===== src/rtl/bfx_pkg.sv =====
package bfx_pkg;
  localparam logic [6:0] OPC_CUSTOM = 7'b1111011;
  localparam logic [2:0] F3_EXT     = 3'b000;
  localparam logic [6:0] F7_EXT     = 7'b0000000;
  localparam int unsigned NUM_FIELDS = 3;
  localparam int unsigned NUM_SEL    = 6;

  typedef enum logic [2:0] {
    SEL_S_BIT  = 3'd0,
    SEL_Z_BIT  = 3'd1,
    SEL_Z_BYTE = 3'd2,
    SEL_S_BYTE = 3'd3,
    SEL_Z_HALF = 3'd4,
    SEL_S_HALF = 3'd5
  } sel_e;

  typedef struct packed {
    logic       hit;
    logic       legal;
    logic [4:0] rd;
    sel_e       sel;
  } dec_t;

  function automatic int unsigned fld_lsb(int unsigned idx);
    return (idx == 0) ? 23 : (idx == 1) ? 11 : 16;
  endfunction

  function automatic int unsigned fld_width(int unsigned idx);
    return (idx == 0) ? 1 : (idx == 1) ? 8 : 16;
  endfunction
endpackage


===== src/rtl/bfx_decode.sv =====
module bfx_decode
  import bfx_pkg::*;
(
  input  logic [31:0] instr_i,
  output dec_t        dec_o
);
  logic [4:0] fsel;
  assign fsel = instr_i[24:20];

  always_comb begin
    dec_o.hit   = (instr_i[6:0] == OPC_CUSTOM) && (instr_i[14:12] == F3_EXT)
               && (instr_i[31:25] == F7_EXT);
    dec_o.legal = (fsel < 5'(NUM_SEL));
    dec_o.rd    = instr_i[11:7];
    dec_o.sel   = sel_e'(fsel[2:0]);
  end
endmodule


===== src/rtl/bfx_extract.sv =====
module bfx_extract
  import bfx_pkg::*;
#(
  parameter int unsigned XLEN = 64
) (
  input  sel_e            sel_i,
  input  logic [XLEN-1:0] rs1_i,
  output logic [XLEN-1:0] res_o
);
  logic [XLEN-1:0] zx [NUM_FIELDS];
  logic [XLEN-1:0] sx [NUM_FIELDS];

  for (genvar g = 0; g < NUM_FIELDS; g++) begin : g_fld
    localparam int unsigned LSB = fld_lsb(g);
    localparam int unsigned W   = fld_width(g);
    logic [W-1:0] fld;
    assign fld   = rs1_i[LSB +: W];
    assign zx[g] = {{(XLEN-W){1'b0}}, fld};
    assign sx[g] = {{(XLEN-W){fld[W-1]}}, fld};
  end

  always_comb begin
    unique case (sel_i)
      SEL_S_BIT:  res_o = sx[0];
      SEL_Z_BIT:  res_o = zx[0];
      SEL_Z_BYTE: res_o = zx[1];
      SEL_S_BYTE: res_o = sx[1];
      SEL_Z_HALF: res_o = zx[2];
      SEL_S_HALF: res_o = sx[2];
      default:    res_o = '0;
    endcase
  end
endmodule


===== src/rtl/bfx_unit.sv =====
module bfx_unit
  import bfx_pkg::*;
#(
  parameter int unsigned XLEN = 64
) (
  input  logic            clk_i,
  input  logic            rst_ni,
  input  logic            valid_i,
  input  logic [31:0]     instr_i,
  input  logic [XLEN-1:0] rs1_i,
  output logic [4:0]      rd_o,
  output logic [XLEN-1:0] result_o,
  output logic            we_o,
  output logic            illegal_o
);
  dec_t            dec;
  logic [XLEN-1:0] ext;
  logic            take;

  bfx_decode u_dec (
    .instr_i (instr_i),
    .dec_o   (dec)
  );

  bfx_extract #(.XLEN(XLEN)) u_ext (
    .sel_i (dec.sel),
    .rs1_i (rs1_i),
    .res_o (ext)
  );

  assign take = valid_i && dec.hit;

  always_ff @(posedge clk_i or negedge rst_ni) begin
    if (!rst_ni) begin
      we_o      <= 1'b0;
      illegal_o <= 1'b0;
      rd_o      <= '0;
      result_o  <= '0;
    end else begin
      we_o      <= take && dec.legal && (dec.rd != 5'd0);
      illegal_o <= take && !dec.legal;
      if (take) begin
        rd_o     <= dec.rd;
        result_o <= dec.legal ? ext : '0;
      end
    end
  end
endmodule


===== config.mk =====
export PLATFORM = sky130hd
export DESIGN_NAME = bfx_unit
export DESIGN_NICKNAME = d
export VERILOG_FILES = /design/src/rtl/bfx_pkg.sv /design/src/rtl/bfx_decode.sv /design/src/rtl/bfx_extract.sv /design/src/rtl/bfx_unit.sv
export SDC_FILE = /design/constraint.sdc
export NUM_CORES = 1
export LEC_CHECK = 0
export BUFFER_PORTS_ARGS = -buffer_cell sky130_fd_sc_hd__buf_4
export CORE_MARGIN = 1.5
export CORE_UTILIZATION = 49
export DETAILED_ROUTE_END_ITERATION = 10
export PLACE_DENSITY = 0.79
export SYNTH_ARGS = -nofsm -noshare
export SYNTH_HDL_FRONTEND = slang
export SYNTH_HIERARCHICAL = 1
export SYNTH_SLANG_ARGS = --single-unit

===== constraint.sdc =====
create_clock -name clk_i -period 1.3 [get_ports clk_i]
set_clock_uncertainty 0.2 [all_clocks]
set_input_delay 0.13 -clock clk_i [delete_from_list [all_inputs] [get_ports clk_i]]
set_output_delay 0.13 -clock clk_i [all_outputs]
set_load 0.02 [all_outputs]

==> results.py, run 1 <==
metrics = {
    "outcome": {
        "result_of_the_run": "finished with violations",
        "failed_checks": "negative setup slack",
    },
    "placed_design": {
        "port-buffer-count": 121,
        "post_dp_cell_area_mm2": 0.00460,
        "dpl.hpwl_um": 5580,
        "gp_routability_congestion": 0.835,
        "numPlacedInstances": 570,
    },
    "pwr": {
        "total_power_per_unit_cell_area_mw_per_mm2": 794,
        "cellLeakagePower_uw": 0.00263,
        "power_frac_comb_pct": 10.7,
        "seqPwrFrac_pct": 51.2,
        "pwr-share-clk_pct": 38.1,
        "netSwitchingPower_uw": 1130,
        "cellInternalPower_uw": 3170,
        "switching_share_pct": 26.3,
        "max-vdd-ir-drop_v": 0.000475,
    },
    "timing": {
        "setup-violations-final": 71,
        "relative_slew_slack_pct": 74.9,
        "layout_worst_path_cycle_share_pct": 121,
        "setup-tns-final_ns": -14.51,
        "slew_violations": 0,
        "fin_crit_ns": 1.57,
        "clock.fmax_mhz": 638,
        "grt_setup_unrepaired": "yes",
        "report.final.hold_viol_count": 0,
        "finalWorstSetupSlack_ns": -0.268,
        "tightestPinTransition_ns": 0.377,
    },
    "yosys": {
        "synth_seq_area_share_pct": 45.9,
        "synthTopCellsByArea": "dfrtp_1 46%, buf_4 11%, nand4_1 11%",
        "ys_ff_latch": 71,
        "synth_area_mm2": 0.00387,
        "yosys.area.top_type_share_pct": 45.9,
        "syn-mean-instance-area_um2": 9.31,
        "post-synth-top-area-cell": "dfrtp_1",
        "synth_enable_flop_cells": 0,
        "synth.net_count": 515,
        "ys_top_cells_by_count": "71 x dfrtp_1, 66 x inv_1, 65 x nand4_1",
        "synth.yosys.warnings": 6,
        "postSynth.asyncResetShare_pct": 100,
        "netlist-cell-type-count": 28,
        "most_common_cell_in_the_netlist": "dfrtp_1",
        "syn_inst_count": 416,
        "post_synth_top_flop": "dfrtp_1",
    },
    "finish": {
        "nFillCells": 582,
        "drive_above_1_share_pct": 44.5,
        "final_std_cells_w_o_fill": 614,
        "areaGrowthSynthToFinish_pct": 40.2,
        "finalCoreUtilization_pct": 70.6,
        "fin_nets": 606,
        "total_non_filler_cell_area_in_the_finished_layout_mm2": 0.00543,
        "antenna_cells": 0,
    },
    "route": {
        "final_routed_wire_length_divided_by_cell_count_um": 16.2,
        "routed_via_density": 5.38,
        "route.antenna.remaining_nets": 0,
        "routed_wl_um": 9920,
        "detail_route.first_pass.iterations": 5,
        "post-route-drc-count": 0,
        "initialDrtViolationCount": 187,
        "total_vias_in_the_final_route": 3306,
    },
    "setup_path": {
        "worst_path_max_delay_cell": "nor4b_4",
        "critPathTopFamily": "simple AND/OR/NAND/NOR gates",
        "critical_path.max_stage_delay_ns": 0.29,
        "critPathMaxFanout": 4,
        "crit_type": "in -> reg",
        "cp_data_required_time_ns": 1.34,
        "critical_path_arrival_ns": 1.61,
        "cp_cell_sequence": "buf_6, nor4b_4, nand4_1, nor4b_4, and2_4, buf_12, buf_12, clkbuf_16, o21ai_2",
        "setup.worst_path.start_class": "input pin",
        "endpoint_type_of_the_worst_setup_path": "flop",
        "path_buf_inv": 4,
    },
    "worst_hold_path": {
        "path_category_of_the_worst_min_delay_check": "in -> reg",
    },
    "die": {
        "core_area_mm2": 0.00769,
        "floorplan.die.height_um": 91.9,
        "floorplan.die_area_mm2": 0.00845,
        "start_util_pct": 50.4,
        "floorplan.rows": 32,
        "io_pins": 170,
        "die_x_um": 91.9,
    },
    "global_route": {
        "grt_overflow_total": 0,
        "grtUsageTotal_pct": 23.7,
        "via_count_of_the_first_global_routing_pass": 3211,
        "antenna_found_initial": 0,
        "grt_start_max_net_pins": 72,
        "grt_pass1_wl_um": 15800,
    },
    "flow_run": {
        "timing.max_cap.violations": 0,
    },
    "clock_tree": {
        "clkLatencyLatePin_ns": 0.34,
        "cts_num_sinks": 71,
        "clockBufferDepth": 2,
        "htreeDepth": 3,
        "cts_made_buffers": 9,
        "cts_tree": "yes",
        "worst_setup_hold_path_clk_slew_ns": 0.08,
        "cts-root-buf": "clkbuf_8",
    },
}
-- power groups by stage --
stage | registers, uW | clock network [uW] | logic (uW)
global placement | 2250 | 0 | 419
finish | 2210 | 1640 | 459
CTS | 2210 | 1650 | 454
floorplan | 2250 | 0 | 354
detailed placement | 2250 | 0 | 428
global route | 2210 | 1750 | 498
-- flip-flops by register name, indices dropped and copies added (netlist names) --
name,count
result_o,64
illegal_o,1
rd_o,5
we_o,1
-- repair_timing --
action                                  CTS  global route
setup buffers                             9             1
hold endpoints to repair                 79             7
endpoints found under the setup margin   71            71
cloned                                    7             2
pin swaps                                 5             8
hold buffers                              9             4
gates resized for setup                  29            27
-- layout make-up --
cell class              instances  area (um^2)  area share, %
flip-flops and latches         71         1780           32.7
repair buffers                171         1700           31.3
multi-input cells             188         1390           25.7
inverters                      66          248           4.56
clock buffers                  10          138           2.54
well taps                     102          128           2.35
clock inverters                 6         45.0          0.830
-- layout by cell type, fill, tap and decap left out, types with 2 or more instances in the layout --
cell / count
nand4_1: 65
nor4b_4: 2
inv_1: 66
clkbuf_8: 10
buf_16: 7
mux2_4: 5
nand3b_1: 15
nand3_2: 8
nand2_1: 7
buf_4: 128
buf_6: 9
buf_12: 14
clkinvlp_4: 3
o21ai_2: 28
clkbuf_16: 2
dlygate4sd3_1: 10
o21ai_1: 36
o211ai_1: 5
o211ai_2: 2
dfrtp_1: 71
-- cells by family (layout without fill, tap and decap cells) --
kind of cell           count (synthesis)  after routing  synth area share, %
AO/OA/AOI/OAI                         75             75                 10.7
buffers and inverters                157            253                 22.9
flip-flops                            71             71                 45.9
multiplexers                           6              6                 1.71
AND/OR/NAND/NOR                      107            107                 18.8
-- per-layer routing --
layer / global-route usage (%) / part of all wire (%) / up-vias
met4: 8.97 / 1.6 / 0
met1: 31.5 / 43 / 1625
met5: 0 / 0 / -
met2: 38.1 / 50 / 117
met3: 5.06 / 5.5 / 15
li1: - / - / 1549
-- per-stage QoR --
step | hold WS (ns) | power, uW | setup WS (ns)
after floorplan | -0.366 | 2610 | -1.73
after global placement | -0.0373 | 2670 | -0.634
after detailed placement | -0.0284 | 2680 | -0.693
after CTS | 0.00810 | 4320 | -0.287
after global routing | 0.0430 | 4460 | -0.323
final | 0.0166 | 4310 | -0.268
-- path summary, 6_finish.rpt --
kind                               from            to  slack, ns  cells after the start
min reg2reg                result_o[39]  result_o[39]       0.32                      2
max in group asynchronous        rst_ni   result_o[7]       0.48                      3
min in group asynchronous        rst_ni  result_o[37]       0.12                      3
min                           rs1_i[14]   result_o[3]       0.02                      5
max                         instr_i[13]  result_o[38]      -0.27                      9
max reg2reg                     rd_o[4]       rd_o[4]       0.32                      1
Power figures use the tool's default switching activity.
==> run 2, diff against run 1 <==
CORE_UTILIZATION = 53   (was 49)
PLACE_DENSITY = 0.9   (was 0.79)
clock period = 1.9 ns   (was 1.3 ns; I/O delays follow)
==> run 2 against run 1 <==
The run now ends clean. Highest routed layer unchanged. Worst setup slack improved by 0.44 ns. First-iteration DRC count is 4.3% higher. Sequential share of layout area up 5.0 points. Non-clock buffer count is 31 lower. Global-route usage is 0.14 points lower. Routed wire length is 12% lower. Register-to-register slack better by 0.56 ns. Cell count fell by 6.0%. Via count down 5.2%. Power down 31%. Die area fell by 7.3%.
==> results.py, run 2 (synthesis results as in run 1) <==
metrics = {
    "outcome": {
        "result_of_the_run": "finished, final reports clean",
    },
    "finish": {
        "layout_top_registers": "result_o (64), rd_o (5)",
        "area.sequential_mm2": 0.00178,
        "max_flop_register": "result_o",
        "largest_register_ffs": 64,
        "nFillCells": 571,
        "most_common_library_cell_in_the_layout_ignoring_fill_and_taps": "buf_4",
        "fin_nets": 575,
        "multiInputGateArea_mm2": 0.00123,
        "drive_above_1_share_pct": 34.3,
        "antenna_cells": 0,
        "final_std_cells_w_o_fill": 577,
        "most-common-layout-cells": "129 x buf_4, 71 x dfrtp_1, 66 x inv_1, 65 x nand4_1, 64 x o21ai_1",
        "areaGrowthSynthToFinish_pct": 21.5,
    },
    "timing": {
        "hold-worst-slack_ns": 0.0753,
        "tightestPinTransition_ns": 0.439,
        "setup-violations-final": 0,
        "report.final.hold_viol_count": 0,
        "grt_setup_unrepaired": "no",
        "slew_violations": 0,
        "relative_slew_slack_pct": 70.7,
        "clock.fmax_mhz": 578,
        "layout_worst_path_cycle_share_pct": 91.0,
        "fin_crit_ns": 1.73,
    },
    "global_route": {
        "grt_start_max_net_pins": 67,
        "via_count_of_the_first_global_routing_pass": 3044,
        "grt_pass1_wl_um": 14400,
        "grt_overflow_total": 0,
        "grtUsageTotal_pct": 23.6,
        "antenna_found_initial": 0,
    },
    "setup_path": {
        "endpoint_type_of_the_worst_setup_path": "flop",
        "cp_data_required_time_ns": 1.92,
        "capture_point_of_the_critical_path": "rd_o[0]",
        "setup.worst_path.start_class": "input pin",
        "crit_path_start": "instr_i[13]",
        "critical_path_arrival_ns": 1.75,
        "crit-reg2reg-launch": "rd_o[0]",
        "critPathMaxFanout": 6,
        "crit-reg2reg-capture": "rd_o[0]",
        "r2r.worst_path.cells": 1,
        "rrSetupSlack_ns": 0.88,
        "crit_type": "in -> reg",
    },
    "worst_hold_path": {
        "path_category_of_the_worst_min_delay_check": "in -> reg",
        "hp-start": "rs1_i[30]",
    },
    "route": {
        "post-route-drc-count": 0,
        "total_vias_in_the_final_route": 3135,
        "routed_wl_um": 8770,
        "final_routed_wire_length_divided_by_cell_count_um": 15.2,
        "initialDrtViolationCount": 195,
        "routed_via_density": 5.43,
        "route.antenna.remaining_nets": 0,
        "detail_route.first_pass.iterations": 4,
    },
    "pwr": {
        "max-vdd-ir-drop_v": 0.000404,
        "total_power_per_unit_cell_area_mw_per_mm2": 635,
        "total_power_uw": 2990,
        "cellLeakagePower_uw": 0.00234,
    },
    "clock_tree": {
        "cts_tree": "yes",
        "cts_num_sinks": 71,
        "cts-root-buf": "clkbuf_8",
        "cts_made_buffers": 9,
        "htreeDepth": 3,
        "cts.repair_timing.setup_buffer_count": 0,
        "clockBufferDepth": 2,
        "cts_hold_repair.buffers": 6,
        "worst_setup_hold_path_clk_slew_ns": 0.07,
        "clkLatencyLatePin_ns": 0.33,
        "ctsResizeCount": 0,
    },
    "die": {
        "die_x_um": 88.5,
        "floorplan.rows": 30,
        "io_pins": 170,
        "floorplan.die.height_um": 88.5,
        "core_area_mm2": 0.00694,
        "start_util_pct": 55.8,
        "floorplan.die_area_mm2": 0.00783,
    },
    "placed_design": {
        "numPlacedInstances": 555,
        "port-buffer-count": 121,
        "gp_routability_congestion": 0.796,
        "dpl.hpwl_um": 5770,
    },
    "flow_run": {
        "timing.max_cap.violations": 0,
    },
}
## run 2: area by class of cell
type / count / area share [%]
inverter: 66 / 5.27
multi-input combinational: 188 / 26.2
clock inverter: 6 / 1.49
timing repair buffer: 140 / 24.0
clock buffer: 10 / 2.71
tap: 96 / 2.55
sequential: 71 / 37.8
## run 2: metal layers
| metal | up-vias | wire length, um | global-route usage [%] |
|---|---|---|---|
| met2 | 111 | 4510 | 39.8 |
| li1 | 1487 | - | - |
| met3 | 19 | 423 | 4.48 |
| met1 | 1518 | 3650 | 29.9 |
| met4 | 0 | 184 | 9.94 |
| met5 | - | 0 | 0 |
## run 2: metrics by stage
step                      worst slack (ns)  setup TNS (ns)  instance area, um^2  util [%]
after floorplan                      -1.19          -56.56                 3880         -
after global placement              -0.111           -4.60                 4450      64.0
after detailed placement            -0.200           -9.74                 4450      64.0
after CTS                            0.163               0                 4700      67.7
after global routing                0.0564               0                 4700      67.7
final                                0.170               0                 4700      67.7
## run 2: how the worst min path moves through the flow
stage	to	slack (ns)	cells past startpoint
after floorplan	illegal_o	-0.31	0
after global placement	result_o[33]	-0.04	1
after detailed placement	result_o[39]	-0.04	1
after CTS	result_o[14]	0.06	5
after global routing	result_o[38]	0.08	3
final	result_o[14]	0.08	5
## run 2: critical path, cell delays in order
cell and delay [ns]:
buf_4 0.11, nor4b_2 0.28, nand4_1 0.17, nor4b_4 0.36, nand2_1 0.25, mux2_1 0.37
## run 2: report_power, final
part	internal, uW	switching, uW	total (uW)
registers	1510	0.302	1510
logic	127	157	284
clock network	613	578	1190
total	2250	735	2990
==> run 3, diff against run 2 <==
PLACE_DENSITY = 0.95   (was 0.9)
SETUP_SLACK_MARGIN = 0.4   (was default)
==> run 3 against run 2 <==
Cell count up 1.2%. Via count up 0.73%. Worst hold slack worse by 0.0084 ns. First-iteration DRC count down 7.2%. Sequential share of layout area down 1.4 points. Critical path type unchanged. Largest cell class unchanged.
==> results.py, run 3 (synthesis results as in run 1) <==
metrics = {
    "outcome": {
        "result_of_the_run": "finished, final reports clean",
    },
    "die": {
        "start_util_pct": 55.8,
        "io_pins": 170,
        "floorplan.rows": 30,
        "floorplan.die.height_um": 88.5,
        "floorplan.die_area_mm2": 0.00783,
        "core_area_mm2": 0.00694,
        "die_x_um": 88.5,
    },
    "clock_tree": {
        "clkLatencyLatePin_ns": 0.33,
        "cts-root-buf": "clkbuf_8",
        "htreeDepth": 3,
        "cts_made_buffers": 9,
        "cts_num_sinks": 71,
        "cts_tree": "yes",
        "clockBufferDepth": 2,
        "worst_setup_hold_path_clk_slew_ns": 0.07,
    },
    "setup_path": {
        "crit_type": "in -> reg",
        "setup.worst_path.start_class": "input pin",
        "critPathMaxFanout": 38,
        "endpoint_type_of_the_worst_setup_path": "flop",
        "cp_data_required_time_ns": 1.92,
        "critical_path_arrival_ns": 1.66,
    },
    "finish": {
        "finalCoreUtilization_pct": 70.3,
        "layout_top_registers": "result_o (64), rd_o (5)",
        "max_flop_register": "result_o",
        "antenna_cells": 0,
        "areaGrowthSynthToFinish_pct": 26.0,
        "fin_nets": 582,
        "largest_register_ffs": 64,
        "most_common_library_cell_in_the_layout_ignoring_fill_and_taps": "buf_4",
        "final_std_cells_w_o_fill": 584,
        "drive_above_1_share_pct": 36.7,
        "most-common-layout-cells": "129 x buf_4, 71 x dfrtp_1, 66 x inv_1, 65 x nand4_1, 64 x o21ai_1",
    },
    "timing": {
        "hold-worst-slack_ns": 0.0670,
        "clock.fmax_mhz": 610,
        "report.final.hold_viol_count": 0,
        "layout_worst_path_cycle_share_pct": 86.3,
        "fin_crit_ns": 1.64,
        "grt_setup_unrepaired": "yes",
        "tightestPinTransition_ns": 0.468,
        "setup-violations-final": 0,
        "relative_slew_slack_pct": 68.8,
        "slew_violations": 0,
        "setup-tns-final_ns": 0,
    },
    "route": {
        "post-route-drc-count": 0,
        "dr_wl_met2_um": 4630,
        "initialDrtViolationCount": 181,
        "route.top_layer_used": "met4",
        "dr_wl_met3_um": 529,
        "detail_route.first_pass.iterations": 4,
        "route.layer.met1.wl_um": 3590,
        "routed_wl_um": 8860,
        "total_vias_in_the_final_route": 3158,
        "final_routed_wire_length_divided_by_cell_count_um": 15.2,
        "routed_via_density": 5.41,
        "route.antenna.remaining_nets": 0,
    },
    "placed_design": {
        "gp_routability_congestion": 0.828,
        "numPlacedInstances": 558,
        "port-buffer-count": 121,
        "dpl.hpwl_um": 5850,
    },
    "worst_hold_path": {
        "path_category_of_the_worst_min_delay_check": "in -> reg",
    },
    "flow_run": {
        "timing.max_cap.violations": 0,
    },
    "pwr": {
        "total_power_per_unit_cell_area_mw_per_mm2": 629,
        "cellLeakagePower_uw": 0.00244,
        "max-vdd-ir-drop_v": 0.000440,
    },
    "global_route": {
        "grtUsageTotal_pct": 24.0,
        "antenna_found_initial": 0,
        "grt_pass1_wl_um": 14500,
        "via_count_of_the_first_global_routing_pass": 3054,
        "grt_overflow_total": 0,
        "grt_start_max_net_pins": 67,
    },
}
## run 3: changes by cell type in the layout (fill, tap and decap cells not counted), sizes merged
cell,before,now
buf,134,141
clkbuf,10,12
clkinvlp,3,1
## run 3: path summary, 6_finish.rpt
| kind | depth (start not counted) | startpoint | slack [ns] | endpoint |
|---|---|---|---|---|
| worst max-delay path | 8 | instr_i[13] | 0.26 | result_o[29] |
| worst min-delay path | 5 | rs1_i[12] | 0.07 | result_o[1] |
| worst max register to register | 1 | rd_o[2] | 0.94 | rd_o[2] |
| worst min register to register | 2 | result_o[23] | 0.33 | result_o[23] |
| max in group asynchronous | 3 | rst_ni | 0.80 | result_o[47] |
| min in group asynchronous | 2 | rst_ni | 0.16 | result_o[14] |
## run 3: critical path, stage by stage
cell	delay [ns]
buf_6	0.09
nor4b_4	0.25
nand4_1	0.17
nor4b_4	0.31
buf_4	0.18
and2_4	0.16
buf_12	0.19
o21ai_1	0.09
## run 3: per-layer routing
metal | GRT usage [%] | vias up
li1 | - | 1499
met1 | 28.8 | 1509
met2 | 41.0 | 140
met3 | 7.37 | 10
met4 | 8.24 | 0
met5 | 0 | -
## run 3: final cells by class
type / count / area (um^2)
Sequential cell: 71 / 1780
Clock inverter: 4 / 51.3
Fill cell: 497 / 2060
Tap cell: 96 / 120
Timing Repair Buffer: 147 / 1230
Multi-Input combinational cell: 188 / 1290
Inverter: 66 / 248
Clock buffer: 12 / 165
## run 3: through the flow
| stage | setup WS, ns | area, um^2 | power, uW |
|---|---|---|---|
| after floorplan | -1.19 | 3950 | 1780 |
| after global placement | -0.127 | 4520 | 1810 |
| after detailed placement | -0.148 | 4520 | 1820 |
| after CTS | 0.316 | 4870 | 3100 |
| after global routing | 0.230 | 4880 | 3180 |
| final | 0.261 | 4880 | 3070 |
## run 3: timing repair
item,in CTS,in global routing
endpoints found under the hold margin,77,0
setup endpoints to repair,70,70
pin swaps,2,0
gates cloned,1,0
gates resized for setup,8,1
buffers inserted,2,1
hold buffers,6,0
## run 3: where the power goes
part / switching (uW) / internal [uW]
Clock: 544 / 716
Combinational: 162 / 134
Sequential: 0.297 / 1510
Total: 707 / 2360
